===== config.mk =====
export PLATFORM = sky130hd
export DESIGN_NAME = dma_chan_regs
export DESIGN_NICKNAME = d
export VERILOG_FILES = /design/src/rtl/dma_chan_pkg.sv /design/src/rtl/dma_chan_irq.sv /design/src/rtl/dma_chan_state.sv /design/src/rtl/dma_chan_regs.sv
export SDC_FILE = /design/constraint.sdc
export NUM_CORES = 1
export LEC_CHECK = 0
export BUFFER_PORTS_ARGS = -buffer_cell sky130_fd_sc_hd__clkbuf_2
export CAP_MARGIN = 30
export CORE_MARGIN = 5
export CORE_UTILIZATION = 35
export CTS_BUF_LIST = sky130_fd_sc_hd__clkbuf_8
export DETAILED_ROUTE_END_ITERATION = 6
export HOLD_SLACK_MARGIN = 0.03
export PLACE_DENSITY_LB_ADDON = 0.12
export SYNTH_ARGS = -nofsm -noshare
export SYNTH_HDL_FRONTEND = slang
export SYNTH_SLANG_ARGS = --single-unit
export TNS_END_PERCENT = 50

===== constraint.sdc =====
create_clock -name clk -period 2.1 [get_ports clk]
set_clock_uncertainty 0.15 [all_clocks]
set_input_delay 0 -clock clk [delete_from_list [all_inputs] [get_ports clk]]
set_output_delay 0 -clock clk [all_outputs]
set_load 0.02 [all_outputs]

===== src/rtl/dma_chan_pkg.sv =====
package dma_chan_pkg;

  // One-hot channel state codes
  typedef enum logic [2:0] {
    CH_RESET   = 3'b001,
    CH_STOPPED = 3'b010,
    CH_RUNNING = 3'b100
  } ch_state_e;

  localparam int NPTR = 5;

  // Pointer register offsets; index 1 is saved-data, index 4 is group-down
  localparam logic [NPTR-1:0][7:0] PTR_OFS = {8'h7C, 8'h60, 8'h5C, 8'h58, 8'h00};
  localparam int PTR_DESC_IDX = 1;
  localparam int PTR_CTX_IDX  = 4;

  localparam logic [7:0] OFS_CMD  = 8'h80;
  localparam logic [7:0] OFS_CFG  = 8'h84;
  localparam logic [7:0] OFS_STAT = 8'h88;
  localparam logic [7:0] OFS_MASK = 8'h8C;
  localparam logic [7:0] OFS_ACK  = 8'h90;
  localparam logic [7:0] OFS_RAW  = 8'h94;
  localparam logic [7:0] OFS_MSK  = 8'h98;
  localparam logic [7:0] OFS_SCMD = 8'h9C;

  // Stream-command decode masks
  localparam logic [9:0] SC_LOAD_DESC = 10'h140;
  localparam int         SC_BURST_BIT = 5;
  localparam int         SC_LOAD_CTX_BIT = 9;

endpackage


===== src/rtl/dma_chan_irq.sv =====
module dma_chan_irq #(
  parameter int IRQ_W = 8
) (
  input  logic             clk,
  input  logic             rst_n,
  input  logic             mask_we,
  input  logic             ack_we,
  input  logic [IRQ_W-1:0] wr_val,
  input  logic [IRQ_W-1:0] cause_set,
  output logic [IRQ_W-1:0] raw_o,
  output logic [IRQ_W-1:0] mask_o,
  output logic [IRQ_W-1:0] masked_o,
  output logic             irq_o
);
  logic [IRQ_W-1:0] raw_q, raw_d, mask_q, mask_d, ack_clr;

  always_comb begin
    ack_clr = ack_we ? wr_val : '0;
    // Set pulses win over a same-cycle acknowledge
    raw_d   = (raw_q & ~ack_clr) | cause_set;
    mask_d  = mask_we ? wr_val : mask_q;
  end

  always_ff @(posedge clk or negedge rst_n) begin
    if (!rst_n) begin
      raw_q  <= '0;
      mask_q <= '0;
    end else begin
      raw_q  <= raw_d;
      mask_q <= mask_d;
    end
  end

  assign raw_o    = raw_q;
  assign mask_o   = mask_q;
  assign masked_o = raw_q & mask_q;
  assign irq_o    = |(raw_q & mask_q);
endmodule


===== src/rtl/dma_chan_state.sv =====
module dma_chan_state
  import dma_chan_pkg::*;
(
  input  logic       clk,
  input  logic       rst_n,
  input  logic       cfg_we,
  input  logic [1:0] cfg_bits,
  input  logic       start,
  input  logic       eol_set,
  output ch_state_e  state_o,
  output logic       eol_o
);
  ch_state_e st_q, st_d;
  logic      eol_q, eol_d;

  always_comb begin
    st_d = st_q;
    if (cfg_we) begin
      if (cfg_bits[1])  st_d = CH_STOPPED;
      if (!cfg_bits[0]) st_d = CH_RESET;   // evaluated last: wins
    end
    if (start) st_d = CH_RUNNING;
    eol_d = eol_q;
    if (start)   eol_d = 1'b0;
    if (eol_set) eol_d = 1'b1;
  end

  always_ff @(posedge clk or negedge rst_n) begin
    if (!rst_n) begin
      st_q  <= CH_RESET;
      eol_q <= 1'b0;
    end else begin
      st_q  <= st_d;
      eol_q <= eol_d;
    end
  end

  assign state_o = st_q;
  assign eol_o   = eol_q;
endmodule


===== src/rtl/dma_chan_regs.sv =====
module dma_chan_regs
  import dma_chan_pkg::*;
#(
  parameter int IRQ_W  = 8,
  parameter int SRC_W  = 8,
  parameter int SCMD_W = 10
) (
  input  logic             clk,
  input  logic             rst_n,
  input  logic             req_valid,
  input  logic             req_write,
  input  logic [1:0]       req_size,
  input  logic [7:0]       req_addr,
  input  logic [31:0]      req_wdata,
  output logic             rd_valid,
  output logic [31:0]      rd_data,
  output logic             err,
  input  logic [IRQ_W-1:0] cause_set,
  input  logic             eol_set,
  input  logic [SRC_W-1:0] stream_src,
  output logic             irq,
  output logic [2:0]       chan_state,
  output logic [31:0]      desc_ptr,
  output logic [31:0]      ctx_ptr,
  output logic             ld_desc_stb,
  output logic             burst_stb,
  output logic             ld_ctx_stb,
  output logic             cont_stb
);
  localparam int DW       = 32;
  localparam int WORD_SZ  = 2;
  localparam int SRC_LSB  = 8;
  localparam int EOL_BIT  = 5;

  logic              word_ok, wr_ok, rd_ok;
  logic              cfg_we, cmd_we, mask_we, ack_we, scmd_we;
  logic [DW-1:0]     cfg_q, cfg_d, cmd_q, cmd_d;
  logic [SCMD_W-1:0] scmd_q, scmd_d;
  logic [DW-1:0]     ptr_q [NPTR];
  logic [DW-1:0]     rd_mux, rd_data_q;
  logic              rd_valid_q, err_q, err_d;
  logic              ldd_d, bst_d, ldc_d, cont_d;
  logic              ldd_q, bst_q, ldc_q, cont_q;
  logic [IRQ_W-1:0]  raw, mask, masked;
  ch_state_e         state;
  logic              eol;

  // Access decode
  assign word_ok = (req_size == 2'(WORD_SZ)) && (req_addr[1:0] == 2'b00);
  assign wr_ok   = req_valid && req_write && word_ok;
  assign rd_ok   = req_valid && !req_write && word_ok;
  assign cfg_we  = wr_ok && (req_addr == OFS_CFG);
  assign cmd_we  = wr_ok && (req_addr == OFS_CMD);
  assign mask_we = wr_ok && (req_addr == OFS_MASK);
  assign ack_we  = wr_ok && (req_addr == OFS_ACK);
  assign scmd_we = wr_ok && (req_addr == OFS_SCMD);

  // Pointer registers
  for (genvar g = 0; g < NPTR; g++) begin : g_ptr
    logic          we;
    logic [DW-1:0] nxt;
    assign we  = wr_ok && (req_addr == PTR_OFS[g]);
    assign nxt = we ? req_wdata : ptr_q[g];
    always_ff @(posedge clk or negedge rst_n) begin
      if (!rst_n) ptr_q[g] <= '0;
      else        ptr_q[g] <= nxt;
    end
  end

  // Next-state for control registers, strobes and error
  always_comb begin
    cfg_d  = cfg_we  ? req_wdata : cfg_q;
    cmd_d  = cmd_we  ? req_wdata : cmd_q;
    scmd_d = scmd_we ? req_wdata[SCMD_W-1:0] : scmd_q;
    ldd_d  = scmd_we && |(req_wdata[SCMD_W-1:0] & SC_LOAD_DESC);
    bst_d  = ldd_d && req_wdata[SC_BURST_BIT];
    ldc_d  = scmd_we && req_wdata[SC_LOAD_CTX_BIT];
    cont_d = cmd_we;
    err_d  = (req_valid && !word_ok)
          || (cmd_we  && |req_wdata[DW-1:1])
          || (scmd_we && |req_wdata[DW-1:SCMD_W]);
  end

  // Read multiplexer
  always_comb begin
    rd_mux = '0;
    unique case (req_addr)
      OFS_CMD:  rd_mux = cmd_q;
      OFS_CFG:  rd_mux = cfg_q;
      OFS_STAT: begin
        rd_mux[2:0]                  = state;
        rd_mux[EOL_BIT]              = eol;
        rd_mux[SRC_LSB +: SRC_W]     = stream_src;
      end
      OFS_MASK: rd_mux[IRQ_W-1:0]  = mask;
      OFS_RAW:  rd_mux[IRQ_W-1:0]  = raw;
      OFS_MSK:  rd_mux[IRQ_W-1:0]  = masked;
      OFS_SCMD: rd_mux[SCMD_W-1:0] = scmd_q;
      default:  rd_mux = '0;
    endcase
    for (int i = 0; i < NPTR; i++)
      if (req_addr == PTR_OFS[i]) rd_mux = ptr_q[i];
    if (!rd_ok) rd_mux = '0;
  end

  always_ff @(posedge clk or negedge rst_n) begin
    if (!rst_n) begin
      cfg_q      <= '0;
      cmd_q      <= '0;
      scmd_q     <= '0;
      rd_data_q  <= '0;
      rd_valid_q <= 1'b0;
      err_q      <= 1'b0;
      ldd_q      <= 1'b0;
      bst_q      <= 1'b0;
      ldc_q      <= 1'b0;
      cont_q     <= 1'b0;
    end else begin
      cfg_q      <= cfg_d;
      cmd_q      <= cmd_d;
      scmd_q     <= scmd_d;
      rd_data_q  <= rd_mux;
      rd_valid_q <= req_valid && !req_write;
      err_q      <= err_d;
      ldd_q      <= ldd_d;
      bst_q      <= bst_d;
      ldc_q      <= ldc_d;
      cont_q     <= cont_d;
    end
  end

  dma_chan_irq #(.IRQ_W(IRQ_W)) u_irq (
    .clk       (clk),
    .rst_n     (rst_n),
    .mask_we   (mask_we),
    .ack_we    (ack_we),
    .wr_val    (req_wdata[IRQ_W-1:0]),
    .cause_set (cause_set),
    .raw_o     (raw),
    .mask_o    (mask),
    .masked_o  (masked),
    .irq_o     (irq)
  );

  dma_chan_state u_state (
    .clk      (clk),
    .rst_n    (rst_n),
    .cfg_we   (cfg_we),
    .cfg_bits (req_wdata[1:0]),
    .start    (bst_d),
    .eol_set  (eol_set),
    .state_o  (state),
    .eol_o    (eol)
  );

  assign rd_valid    = rd_valid_q;
  assign rd_data     = rd_data_q;
  assign err         = err_q;
  assign chan_state  = state;
  assign desc_ptr    = ptr_q[PTR_DESC_IDX];
  assign ctx_ptr     = ptr_q[PTR_CTX_IDX];
  assign ld_desc_stb = ldd_q;
  assign burst_stb   = bst_q;
  assign ld_ctx_stb  = ldc_q;
  assign cont_stb    = cont_q;
endmodule


After elaboration in Yosys (flattened, before gate mapping):

Cells that the tools add are included.

* equal/unequal tests: 14
* multiplexer cells: 20
* bitwise gates (word level): 4
* reductions and logical operators: 34

Operators by type and width (number)
* $mux W32: 6
* $eq A8 B8 Y1 const B: 8
* $eq A8 B7 Y1 const B: 4
* $pmux W16 S2: 1
* $reduce_or A31 Y1: 1
* $pmux W2 S6: 2
* $reduce_or A22 Y1: 1
* $logic_and A1 B1 Y1: 21
* $pmux W3 S7: 1
* $pmux W6 S3: 1
* $and A8 B8 Y8: 2
* $mux W3: 4
* $logic_not A8 Y1: 1
* $mux W8: 1
* $not A8 Y8: 1
* $or A8 B8 Y8: 1
* $pmux W2 S4: 1
* $reduce_or A8 Y1: 1
* $pmux W1 S7: 1
* $reduce_bool A2 Y1: 2
* $ne A3 B1 Y1 const B: 1
* $eq A2 B2 Y1 const B: 1
* $logic_not A1 Y1: 2
* $logic_not A2 Y1: 1
* 4 further kinds: 6

* flip-flop bits (word level): 292
* input port bits: 63
* output and inout port bits: 106
* logic and storage cells: 91

Longest topological paths before layout:

Gate-level depths: netlist of the first run.

* word-level depth: 8
* gate-level depth with buffers: 9
* gate-level depth less buffers: 6

Hierarchy:

From an unflattened synthesis of the first run, not the netlist that was laid out.

* cell total of the unflattened synthesis: 1151
* area total of the unflattened synthesis: 13576.8 µm²

By module, submodules not included
* dma_chan_regs: times used 1, cells each 1084, area each 12743.5 µm², seq. area each 6806.5 µm²
* dma_chan_irq: times used 1, cells each 53, area each 663.1 µm², seq. area each 400.4 µm²
* dma_chan_state: times used 1, cells each 14, area each 170.2 µm², seq. area each 101.3 µm²

Worst setup path after synthesis of the first run:

OpenSTA, ideal clock, no wires.

* path kind: input to register
* start: input req_addr[5]
* end: register cfg_q[25]
* library setup time: 0.125 ns
* arrival time: 1.828 ns
* data required time: 1.825 ns
* slack: -0.003 ns
* stages: 6
* path buffers: 3
* cells stage by stage: clkbuf_1 > or4b_1 > buf_2 > nor3_2 > buf_2 > mux2_2

* longest elaborated chain between the ends: 2

Ends and longest elaborated chain
* from (decl): RTL line dma_chan_regs.sv:13 `input logic [7:0] req_addr,`
* $eq A8 B8 Y1: RTL line dma_chan_regs.sv:52 `assign cfg_we = wr_ok && (req_addr == OFS_CFG);`
* $logic_and A1 B1 Y1: RTL line dma_chan_regs.sv:52
* to (signal assigned): RTL line dma_chan_regs.sv:119 `cfg_q <= cfg_d;`
* to (decl): RTL line dma_chan_regs.sv:37 `logic [DW-1:0] cfg_q, cfg_d, cmd_q, cmd_d;`

Every way passes these cells.
A chain may end at the register's enable or synchronous reset.

Worst setup path after layout of the first run:

* start: input req_write
* end: register rd_data_q[7], in the netlist rd_data[7]

* longest elaborated chain between the ends: 4

Ends and longest elaborated chain
* from (decl): RTL line dma_chan_regs.sv:11 `input logic req_write,`
* $logic_not A1 Y1: RTL line dma_chan_regs.sv:51 `assign rd_ok = req_valid && !req_write && word_ok;`
* $logic_and A1 B1 Y1 (2 in series): RTL line dma_chan_regs.sv:51
* $mux W32: RTL line dma_chan_regs.sv:103 `if (!rd_ok) rd_mux = '0;`
* via rd_mux[7]: RTL line dma_chan_regs.sv:40 `logic [DW-1:0] rd_mux, rd_data_q;`
* to (signal assigned): RTL line dma_chan_regs.sv:122 `rd_data_q <= rd_mux;`
* to (decl): RTL line dma_chan_regs.sv:40

The timed path passes the listed nets, and every way through them passes these cells.

==> flow_metrics.env, run 1 <==
export IMPL_crit_fanout=11
export IMPL_vias_per_cell=5.238
export IMPL_ys_warnings_count=0
export IMPL_grtUsageTotal=0.2263
export IMPL_post_place_cells=1893
export IMPL_h_tree_depth=2
export IMPL_clk_pin_slew_ns=0.06
export IMPL_grt_pass1_vias=11390
export IMPL_ir_drop_uv=387.4
export IMPL_ys_seq_elements=292
export IMPL_grt_pass1_wl_um=72140
export IMPL_die_y_um=206.9
export IMPL_start_kind="input pin"
export IMPL_die_area_um2=42810
export IMPL_fmax_mhz=486.5
export IMPL_cp_num_buf_inv=5
export IMPL_synth_edff_count=0
export IMPL_cp_cell_sequence="dlygate4sd3_1 -> clkbuf_2 -> dlygate4sd3_1 -> nor2_2 -> nand2_1 -> buf_4 -> buf_4 -> or2_2 -> a31oi_1"
export IMPL_path_class="input pin to flop"
export IMPL_fin_cells=2101
export IMPL_boundaryPins=169
export IMPL_drt_iter0_markers=683
export IMPL_core_area_um2=38470
export IMPL_hold_class="input pin to flop"
export IMPL_antenna_found_initial=0
export IMPL_async_flop_share=1.000
export IMPL_start_util=0.3528
export IMPL_final_cell_mix="dfrtp_1 (291), mux2_2 (194), nand2_1 (171)"
export IMPL_fin_util=0.4611
export IMPL_arrival_ns=2.44
export IMPL_wl_per_cell_um=22.90
export IMPL_gp_congestion=0.8841
export IMPL_drc=0
export IMPL_final_common_cell="dfrtp_1"
export IMPL_fin_crit_ns=2.055
export IMPL_synth_area_leader_cell="dfrtp_1"
export IMPL_synth_flop_cell="dfrtp_1"
export IMPL_clock_sinks=292
export IMPL_dpl_hpwl_um=33010
export IMPL_fin_crit_sh=0.9787
export IMPL_syn_nets=1279
export IMPL_syn_cell_area_um2=13570
export IMPL_layout_nets=1607
export IMPL_wl_um=48120
export IMPL_cts_tree="done"
export IMPL_n_fill_cell=3678
export IMPL_area_growth_pct=30.69
export IMPL_tns_ns=0
export IMPL_synth_cells=1216
export IMPL_crit_family="buffers and inverters"
export IMPL_row_count=72
export IMPL_yosys_top_cells_area="dfrtp_1 (54%), mux2_2 (16%), nand2_1 (4.8%)"
export IMPL_rsz0062_at_grt="no"
export IMPL_max_slew_worst_pin_slew_ns=0.5844
export IMPL_p_per_area_nw_per_um2=656.9
export IMPL_n_antenna_cell=0
export IMPL_setup_viol=0
export IMPL_cpMaxStageDelayCell="dlygate4sd3_1"
export IMPL_insertion_delay_ns=0.62
export IMPL_p_leak_uw=0.008674
export IMPL_ys_types=62
export IMPL_cts_buffers=53
export IMPL_max_cap_viol_count=0
export IMPL_endpoint_kind="flop"
export IMPL_clockBufferDepth=3
export IMPL_max_stage_delay_ns=0.62
export IMPL_cp_data_required_time_ns=2.49
export IMPL_chipWidth_um=206.9
export IMPL_avgSynthCellArea_um2=11.16
export IMPL_grt_ovfl_total=0
export IMPL_grt_max_degree=62
export IMPL_drive_above_1_share=0.3797
export IMPL_drv_slew=0
export IMPL_vias=11000
export IMPL_synth_top_area_share=0.5366
export IMPL_yosysSeqAreaShare=0.5385
export IMPL_status="complete, no violations"
export IMPL_port_buffers=168
export IMPL_postRouteAntennaNets=0
export IMPL_timing_slew_headroom=0.6074
export IMPL_cts_root_buf="clkbuf_8"
export IMPL_drt_pass1_iter_count=5
export IMPL_hold_viol=0
-- final cells by class --
class	instances	area, um2	area share
flip-flops and latches	292	7308	0.4120
well taps	518	648.1	0.03654
inverters	8	30.03	0.001693
multi-input cells	773	5485	0.3093
clock inverters	28	122.6	0.006913
repair buffers	416	3234	0.1824
clock buffers	66	908.4	0.05121
-- stage by stage --
step                worst slack (ns)  hold slack [ns]  power [uW]  area (um2)
floorplan                    0.08307          -0.4456        5948       13580
global placement            -0.01886          -0.1704        6417       15530
detailed placement          -0.04308          -0.1725        6416       15530
CTS                          0.01863          0.04066       11840       17720
global route                0.005499          0.07739       12140       17740
finish                       0.04466          0.05363       11650       17740
-- state kept, by name (all words and copies together), names as in the netlist --
name,cells
ptr_q,96
cfg_q,32
cmd_q,32
ctx_ptr,32
desc_ptr,32
rd_data,32
scmd_q,10
u_irq.mask_o,8
u_irq.raw_o,8
u_state.state_o,3
burst_stb,1
cont_stb,1
err,1
ld_ctx_stb,1
ld_desc_stb,1
rd_valid,1
u_state.eol_o,1
-- report_power, final --
| part | switching (uW) | internal, uW |
|---|---|---|
| Clock | 2410 | 2810 |
| Sequential | 8.01 | 5640 |
| Combinational | 477 | 300 |
| Total | 2890 | 8760 |
-- layer usage --
layer | GRT usage | share of wire | routed length (um) | vias to the layer above
met5 | 0 | 0 | 0 | -
met4 | 0.09301 | 0.037 | 1768 | 0
met2 | 0.3659 | 0.47 | 22850 | 358
li1 | - | - | - | 4957
met1 | 0.3058 | 0.44 | 21180 | 5584
met3 | 0.03499 | 0.048 | 2322 | 105
-- worst reg2reg max path, delay by kind of cell, from the launching register on --
| kind | cells | cell delay (ns) |
|---|---|---|
| simple gates | 2 | 0.24 |
| flops | 1 | 0.35 |
| buf+inv | 2 | 0.62 |
| compound gates | 3 | 0.46 |
-- cells by family after synthesis --
family	synth area share
AOI/OAI and AO/OA	0.1246
buffers and inverters	0.06251
and+or+nand+nor	0.1004
DFF	0.5385
muxes	0.1741
-- worst paths after layout --
kind	end	slack (ns)	startpoint	cells past startpoint
max in group asynchronous	desc_ptr[19]	1.01	rst_n	4
worst max register to register	rd_data[1]	0.17	cfg_q[1]	7
worst max-delay path	rd_data[7]	0.04	req_write	9
worst min register to register	cmd_q[7]	0.31	cmd_q[7]	2
min in group asynchronous	ptr_q[72]	0.43	rst_n	4
worst min-delay path	cmd_q[5]	0.05	req_addr[3]	7
-- Yosys cell counts (6+ instances only) --
library cell / n
dfrtp_1: 291
mux2_2: 194
nand2_1: 172
o21ai_0: 97
buf_4: 68
clkbuf_1: 53
nor2_1: 44
a21oi_1: 37
a22oi_1: 37
o22ai_1: 25
buf_2: 15
a21boi_0: 13
a21o_1: 11
mux2i_1: 11
nor3_1: 11
nor4_1: 10
nand3_1: 9
inv_1: 8
a221oi_1: 7
a31oi_1: 7
o211ai_1: 7
a22o_1: 6
buf_1: 6
nor2b_1: 6
-- what timing repair did --
| action | in CTS | in global routing |
|---|---|---|
| setup endpoints to repair | 0 | 31 |
| hold buffers | 114 | 1 |
| setup buffers | 0 | 0 |
| hold endpoints to repair | 579 | 1 |
| resized for setup | 0 | 6 |
Power figures use the tool's default switching activity.
==> run 2: changes to the inputs <==
- CORE_UTILIZATION: 35 -> 50
==> run 2 against run 1 <==
Effect of this change: worst setup slack improved by 0.021 ns; first-iteration DRC count up 25%; count of clock-buffer cells in the layout decreased by 1; sequential share of layout area is 0.75 points higher; critical path depth is 1 higher; combinational power down 4.6%; critical path type unchanged; highest routed layer unchanged.
==> flow_metrics.env, run 2 (same netlist as run 1, synthesis figures left out) <==
export IMPL_fin_crit_ns=2.035
export IMPL_regToRegSetupSlack_ns=0.09
export IMPL_n_antenna_cell=0
export IMPL_grtUsageTotal=0.2877
export IMPL_postCtsSetupBuffers=0
export IMPL_drv_slew=0
export IMPL_wl_per_cell_um=23.22
export IMPL_hold_class="input pin to flop"
export IMPL_die_area_um2=30540
export IMPL_cpMostUsedCell="buf_4"
export IMPL_p_per_area_nw_per_um2=661.4
export IMPL_cp_num_buf_inv=6
export IMPL_cp_depth=10
export IMPL_largest_reg_flops=96
export IMPL_cts_tree="done"
export IMPL_fmax_mhz=491.5
export IMPL_boundaryPins=169
export IMPL_port_buffers=168
export IMPL_grt_ovfl_total=0
export IMPL_area_growth_pct=28.34
export IMPL_endpoint_kind="flop"
export IMPL_drc=0
export IMPL_cts_buffers=50
export IMPL_insertion_delay_ns=0.60
export IMPL_vias=11150
export IMPL_min_from="req_size[0]"
export IMPL_final_common_cell="dfrtp_1"
export IMPL_max_cap_viol_count=0
export IMPL_gp_congestion=0.9366
export IMPL_layout_nets=1596
export IMPL_r2r_start="cfg_q[1]"
export IMPL_clock_sinks=292
export IMPL_start_util=0.5050
export IMPL_grt_pass1_wl_um=68520
export IMPL_total_power_uw=11520
export IMPL_grt_max_degree=85
export IMPL_final_cell_mix="dfrtp_1 (291), mux2_2 (194), nand2_1 (171)"
export IMPL_cts_root_buf="clkbuf_8"
export IMPL_vias_per_cell=5.836
export IMPL_regMostFlops="ptr_q"
export IMPL_drt_iter0_markers=857
export IMPL_row_count=60
export IMPL_rsz0062_at_grt="no"
export IMPL_cp_data_required_time_ns=2.40
export IMPL_fin_crit_sh=0.9689
export IMPL_p_leak_uw=0.008602
export IMPL_postRouteAntennaNets=0
export IMPL_cp_cell_sequence="dlygate4sd3_1 -> clkbuf_2 -> nand3_4 -> buf_4 -> buf_4 -> nor3_2 -> buf_4 -> nand2_1 -> a21o_1 -> dlygate4sd3_1"
export IMPL_arrival_ns=2.33
export IMPL_hold_viol=0
export IMPL_max_stage_delay_ns=0.57
export IMPL_h_tree_depth=2
export IMPL_ir_drop_uv=480.3
export IMPL_wl_um=44370
export IMPL_drive_above_1_share=0.3828
export IMPL_die_y_um=174.8
export IMPL_worst_slack_ns=0.06538
export IMPL_crit_fanout=8
export IMPL_timing_slew_headroom=0.6313
export IMPL_setup_viol=0
export IMPL_antenna_found_initial=0
export IMPL_clockBufferDepth=3
export IMPL_max_slew_worst_pin_slew_ns=0.5488
export IMPL_drt_pass1_iter_count=6
export IMPL_crit_family="buffers and inverters"
export IMPL_path_class="input pin to flop"
export IMPL_timing_critical_path_from="req_valid"
export IMPL_clk_pin_slew_ns=0.06
export IMPL_r2r_cells=7
export IMPL_status="complete, no violations"
export IMPL_grt_pass1_vias=11560
export IMPL_core_area_um2=26880
export IMPL_start_kind="input pin"
export IMPL_chipWidth_um=174.8
export IMPL_holdPathStages=6
export IMPL_dpl_hpwl_um=29180
export IMPL_dp_slack_ns=-0.02895
export IMPL_tns_ns=0
export IMPL_cpMaxStageDelayCell="dlygate4sd3_1"
[run 2: routing by layer]
metal  vias to the layer above  track usage  wire length (um)
met1                      5648       0.3827             18360
met2                       479       0.4908             21790
met5                         -            0                 0
met3                        97      0.04154              2877
li1                       4928            -                 -
met4                         0      0.09067              1344
[run 2: power by group]
| part | switching (uW) | internal (uW) |
|---|---|---|
| combinational | 457 | 284 |
| sequential | 7.86 | 5640 |
| clock | 2340 | 2780 |
[run 2: final timing paths]
check / end
max in group asynchronous: ctx_ptr[30]
min in group asynchronous: u_state.state_o[0]
worst max register to register: rd_data[1]
worst min-delay path: ld_ctx_stb
worst min register to register: cmd_q[13]
worst max-delay path: u_irq.raw_o[1]
[run 2: worst min-delay path, stage by stage]
cell and delay [ns]:
clkbuf_2 0.10, nor4b_4 0.05, nand3_4 0.11, buf_4 0.15, nor3_2 0.08, and2_1 0.20
[run 2: what timing repair did]
action                                 in CTS  in global routing
setup endpoints to repair                   0                 31
hold buffers                              106                  2
endpoints found under the hold margin     569                  2
resized for setup                           0                 17
[run 2: final cells by class]
| cell class | count | area [um2] |
|---|---|---|
| Fill cell | 2142 | 9458 |
| Sequential cell | 292 | 7308 |
| Multi-Input combinational cell | 773 | 5522 |
| Timing Repair Buffer | 408 | 3110 |
| Clock buffer | 65 | 894.6 |
| Tap cell | 341 | 426.7 |
| Clock inverter | 24 | 126.4 |
| Inverter | 8 | 30.03 |
[run 2: per-stage QoR]
| stage | cell area [um2] | instances | hold WS, ns | utilization |
|---|---|---|---|---|
| final | 17420 | 1911 | 0.01758 | 0.6481 |
| after global placement | 15230 | 1713 | -0.1957 | 0.5668 |
| after detailed placement | 15230 | 1713 | -0.1977 | 0.5668 |
| after global routing | 17420 | 1911 | 0.03824 | 0.6481 |
| after floorplan | 13580 | 1216 | -0.4456 | - |
| after CTS | 17330 | 1908 | 0.03161 | 0.6449 |
==> run 3: changes to the inputs <==
- CORE_UTILIZATION: 50 -> 65
- clock period: 2.1 -> 2.6 ns (I/O delays scaled with it)
==> run 3 against run 2 <==
Effect of this change: final cell count shrank 8.2%; routed wire length shrank 4.5%; core utilization increased by 16 points; via count increased by 1.1%; worst setup slack got worse by 0.038 ns; count of clock-buffer cells in the layout fell by 4; cell area fell by 5.4%; critical path type unchanged; largest power group unchanged; highest routed layer unchanged.
==> flow_metrics.env, run 3 (same netlist as run 1, synthesis figures left out) <==
export IMPL_status="complete, no violations"
export IMPL_drive_above_1_share=0.3558
export IMPL_drt_iter0_markers=1206
export IMPL_layout_nets=1516
export IMPL_regMostFlops="ptr_q"
export IMPL_clk_pin_slew_ns=0.06
export IMPL_hold_path_end="ptr_q[38]"
export IMPL_ir_drop_uv=470.5
export IMPL_h_tree_depth=2
export IMPL_final_cell_mix="dfrtp_1 (291), mux2_2 (194), nand2_1 (172)"
export IMPL_vias=11270
export IMPL_cp_data_required_time_ns=2.89
export IMPL_hold_viol=0
export IMPL_arrival_ns=2.86
export IMPL_fin_crit_ns=2.573
export IMPL_area_growth_pct=21.46
export IMPL_fmax_mhz=388.7
export IMPL_row_count=52
export IMPL_clock_sinks=292
export IMPL_path_class="input pin to flop"
export IMPL_max_slew_worst_pin_slew_ns=0.6752
export IMPL_hold_class="input pin to flop"
export IMPL_drc=0
export IMPL_grt_pass1_wl_um=66310
export IMPL_cts_root_buf="clkbuf_8"
export IMPL_setup_viol=0
export IMPL_p_per_area_nw_per_um2=550.4
export IMPL_dpl_hpwl_um=27090
export IMPL_insertion_delay_ns=0.57
export IMPL_reg2reg_to="rd_data[6]"
export IMPL_fin_cells=1754
export IMPL_fin_crit_sh=0.9895
export IMPL_cts_tree="done"
export IMPL_grtUsageTotal=0.3559
export IMPL_postRouteAntennaNets=0
export IMPL_wl_per_cell_um=24.16
export IMPL_cts_buffers=46
export IMPL_grt_pass1_vias=11680
export IMPL_gp_congestion=0.9454
export IMPL_port_buffers=168
export IMPL_endpoint_kind="flop"
export IMPL_p_leak_uw=0.008175
export IMPL_r2r_cells=5
export IMPL_drt_pass1_iter_count=7
export IMPL_multi_input_area_um2=5482
export IMPL_start_kind="input pin"
export IMPL_tns_ns=0
export IMPL_vias_per_cell=6.425
export IMPL_timing_slew_headroom=0.5457
export IMPL_boundaryPins=169
export IMPL_chipWidth_um=154.5
export IMPL_die_area_um2=23870
export IMPL_wl_um=42370
export IMPL_max_cap_viol_count=0
export IMPL_regToRegSetupSlack_ns=0.67
export IMPL_min_from="req_addr[4]"
export IMPL_n_antenna_cell=0
export IMPL_fin_util=0.8095
export IMPL_rsz0062_at_grt="no"
export IMPL_r2r_start="u_irq.raw_o[6]"
export IMPL_grt_max_degree=99
export IMPL_grt_ovfl_total=0
export IMPL_final_common_cell="dfrtp_1"
export IMPL_n_fill_cell=1224
export IMPL_antenna_found_initial=0
export IMPL_drv_slew=0
export IMPL_largest_reg_flops=96
export IMPL_core_area_um2=20360
export IMPL_crit_fanout=8
export IMPL_clockBufferDepth=3
export IMPL_start_util=0.6664
export IMPL_register_area_um2=7308
export IMPL_holdPathStages=5
export IMPL_post_place_cells=1581
export IMPL_die_y_um=154.5
[run 3: worst max-delay path by stage]
stage	start	end	cells after the start
after floorplan	req_addr[5]	cfg_q[25]	6
after global placement	req_addr[1]	u_state.state_o[1]	8
after detailed placement	req_addr[1]	u_state.state_o[1]	8
after CTS	req_addr[6]	u_state.eol_o	9
after global routing	req_wdata[27]	err	9
final	req_wdata[27]	err	9
[run 3: timing repair]
action,4_1_cts,5_1_grt
buffers inserted,0,0
hold buffers,94,0
setup endpoints to repair,0,3
endpoints found under the hold margin,563,0
gates resized for setup,0,4
[run 3: power by group]
group | leakage [uW] | internal, uW | switching, uW
clock network | 0.000532 | 2180 | 1780
logic | 0.00363 | 190 | 360
registers | 0.00401 | 4560 | 6.66
[run 3: final cells by class]
class                           count  area share
Timing Repair Buffer              332      0.1447
Sequential cell                   292      0.4433
Clock inverter                     18    0.006224
Clock buffer                       61     0.05093
Inverter                            8    0.001822
Multi-Input combinational cell    773      0.3325
Tap cell                          270     0.02049
[run 3: through the flow]
stage	cell area (um2)	power, uW	worst slack [ns]	hold slack, ns
2_1_floorplan	13570	4803	0.4975	-0.4456
5_1_grt	16480	9335	0.04547	0.07408
3_3_place_gp	14570	5090	0.2656	-0.1891
6_report	16480	9073	0.02726	0.05365
4_1_cts	16470	9075	0.07652	0.03718
3_5_place_dp	14570	5092	0.1947	-0.1926
[run 3: worst max-delay path, stage by stage]
cell and delay (ns):
dlygate4sd3_1 0.54, clkbuf_2 0.19, nor4_1 0.64, nand4_1 0.22, nor4_1 0.23, buf_4 0.19, nand4_1 0.08, o2bb2ai_1 0.17
dlygate4sd3_1 0.61
[run 3: routing by layer]
layer | vias up | wire length, um | global-route usage
met5 | - | 0 | 0
met4 | 0 | 1881 | 0.1480
met3 | 176 | 4324 | 0.06370
met2 | 775 | 19830 | 0.5701
met1 | 5567 | 16340 | 0.4856
li1 | 4752 | - | -
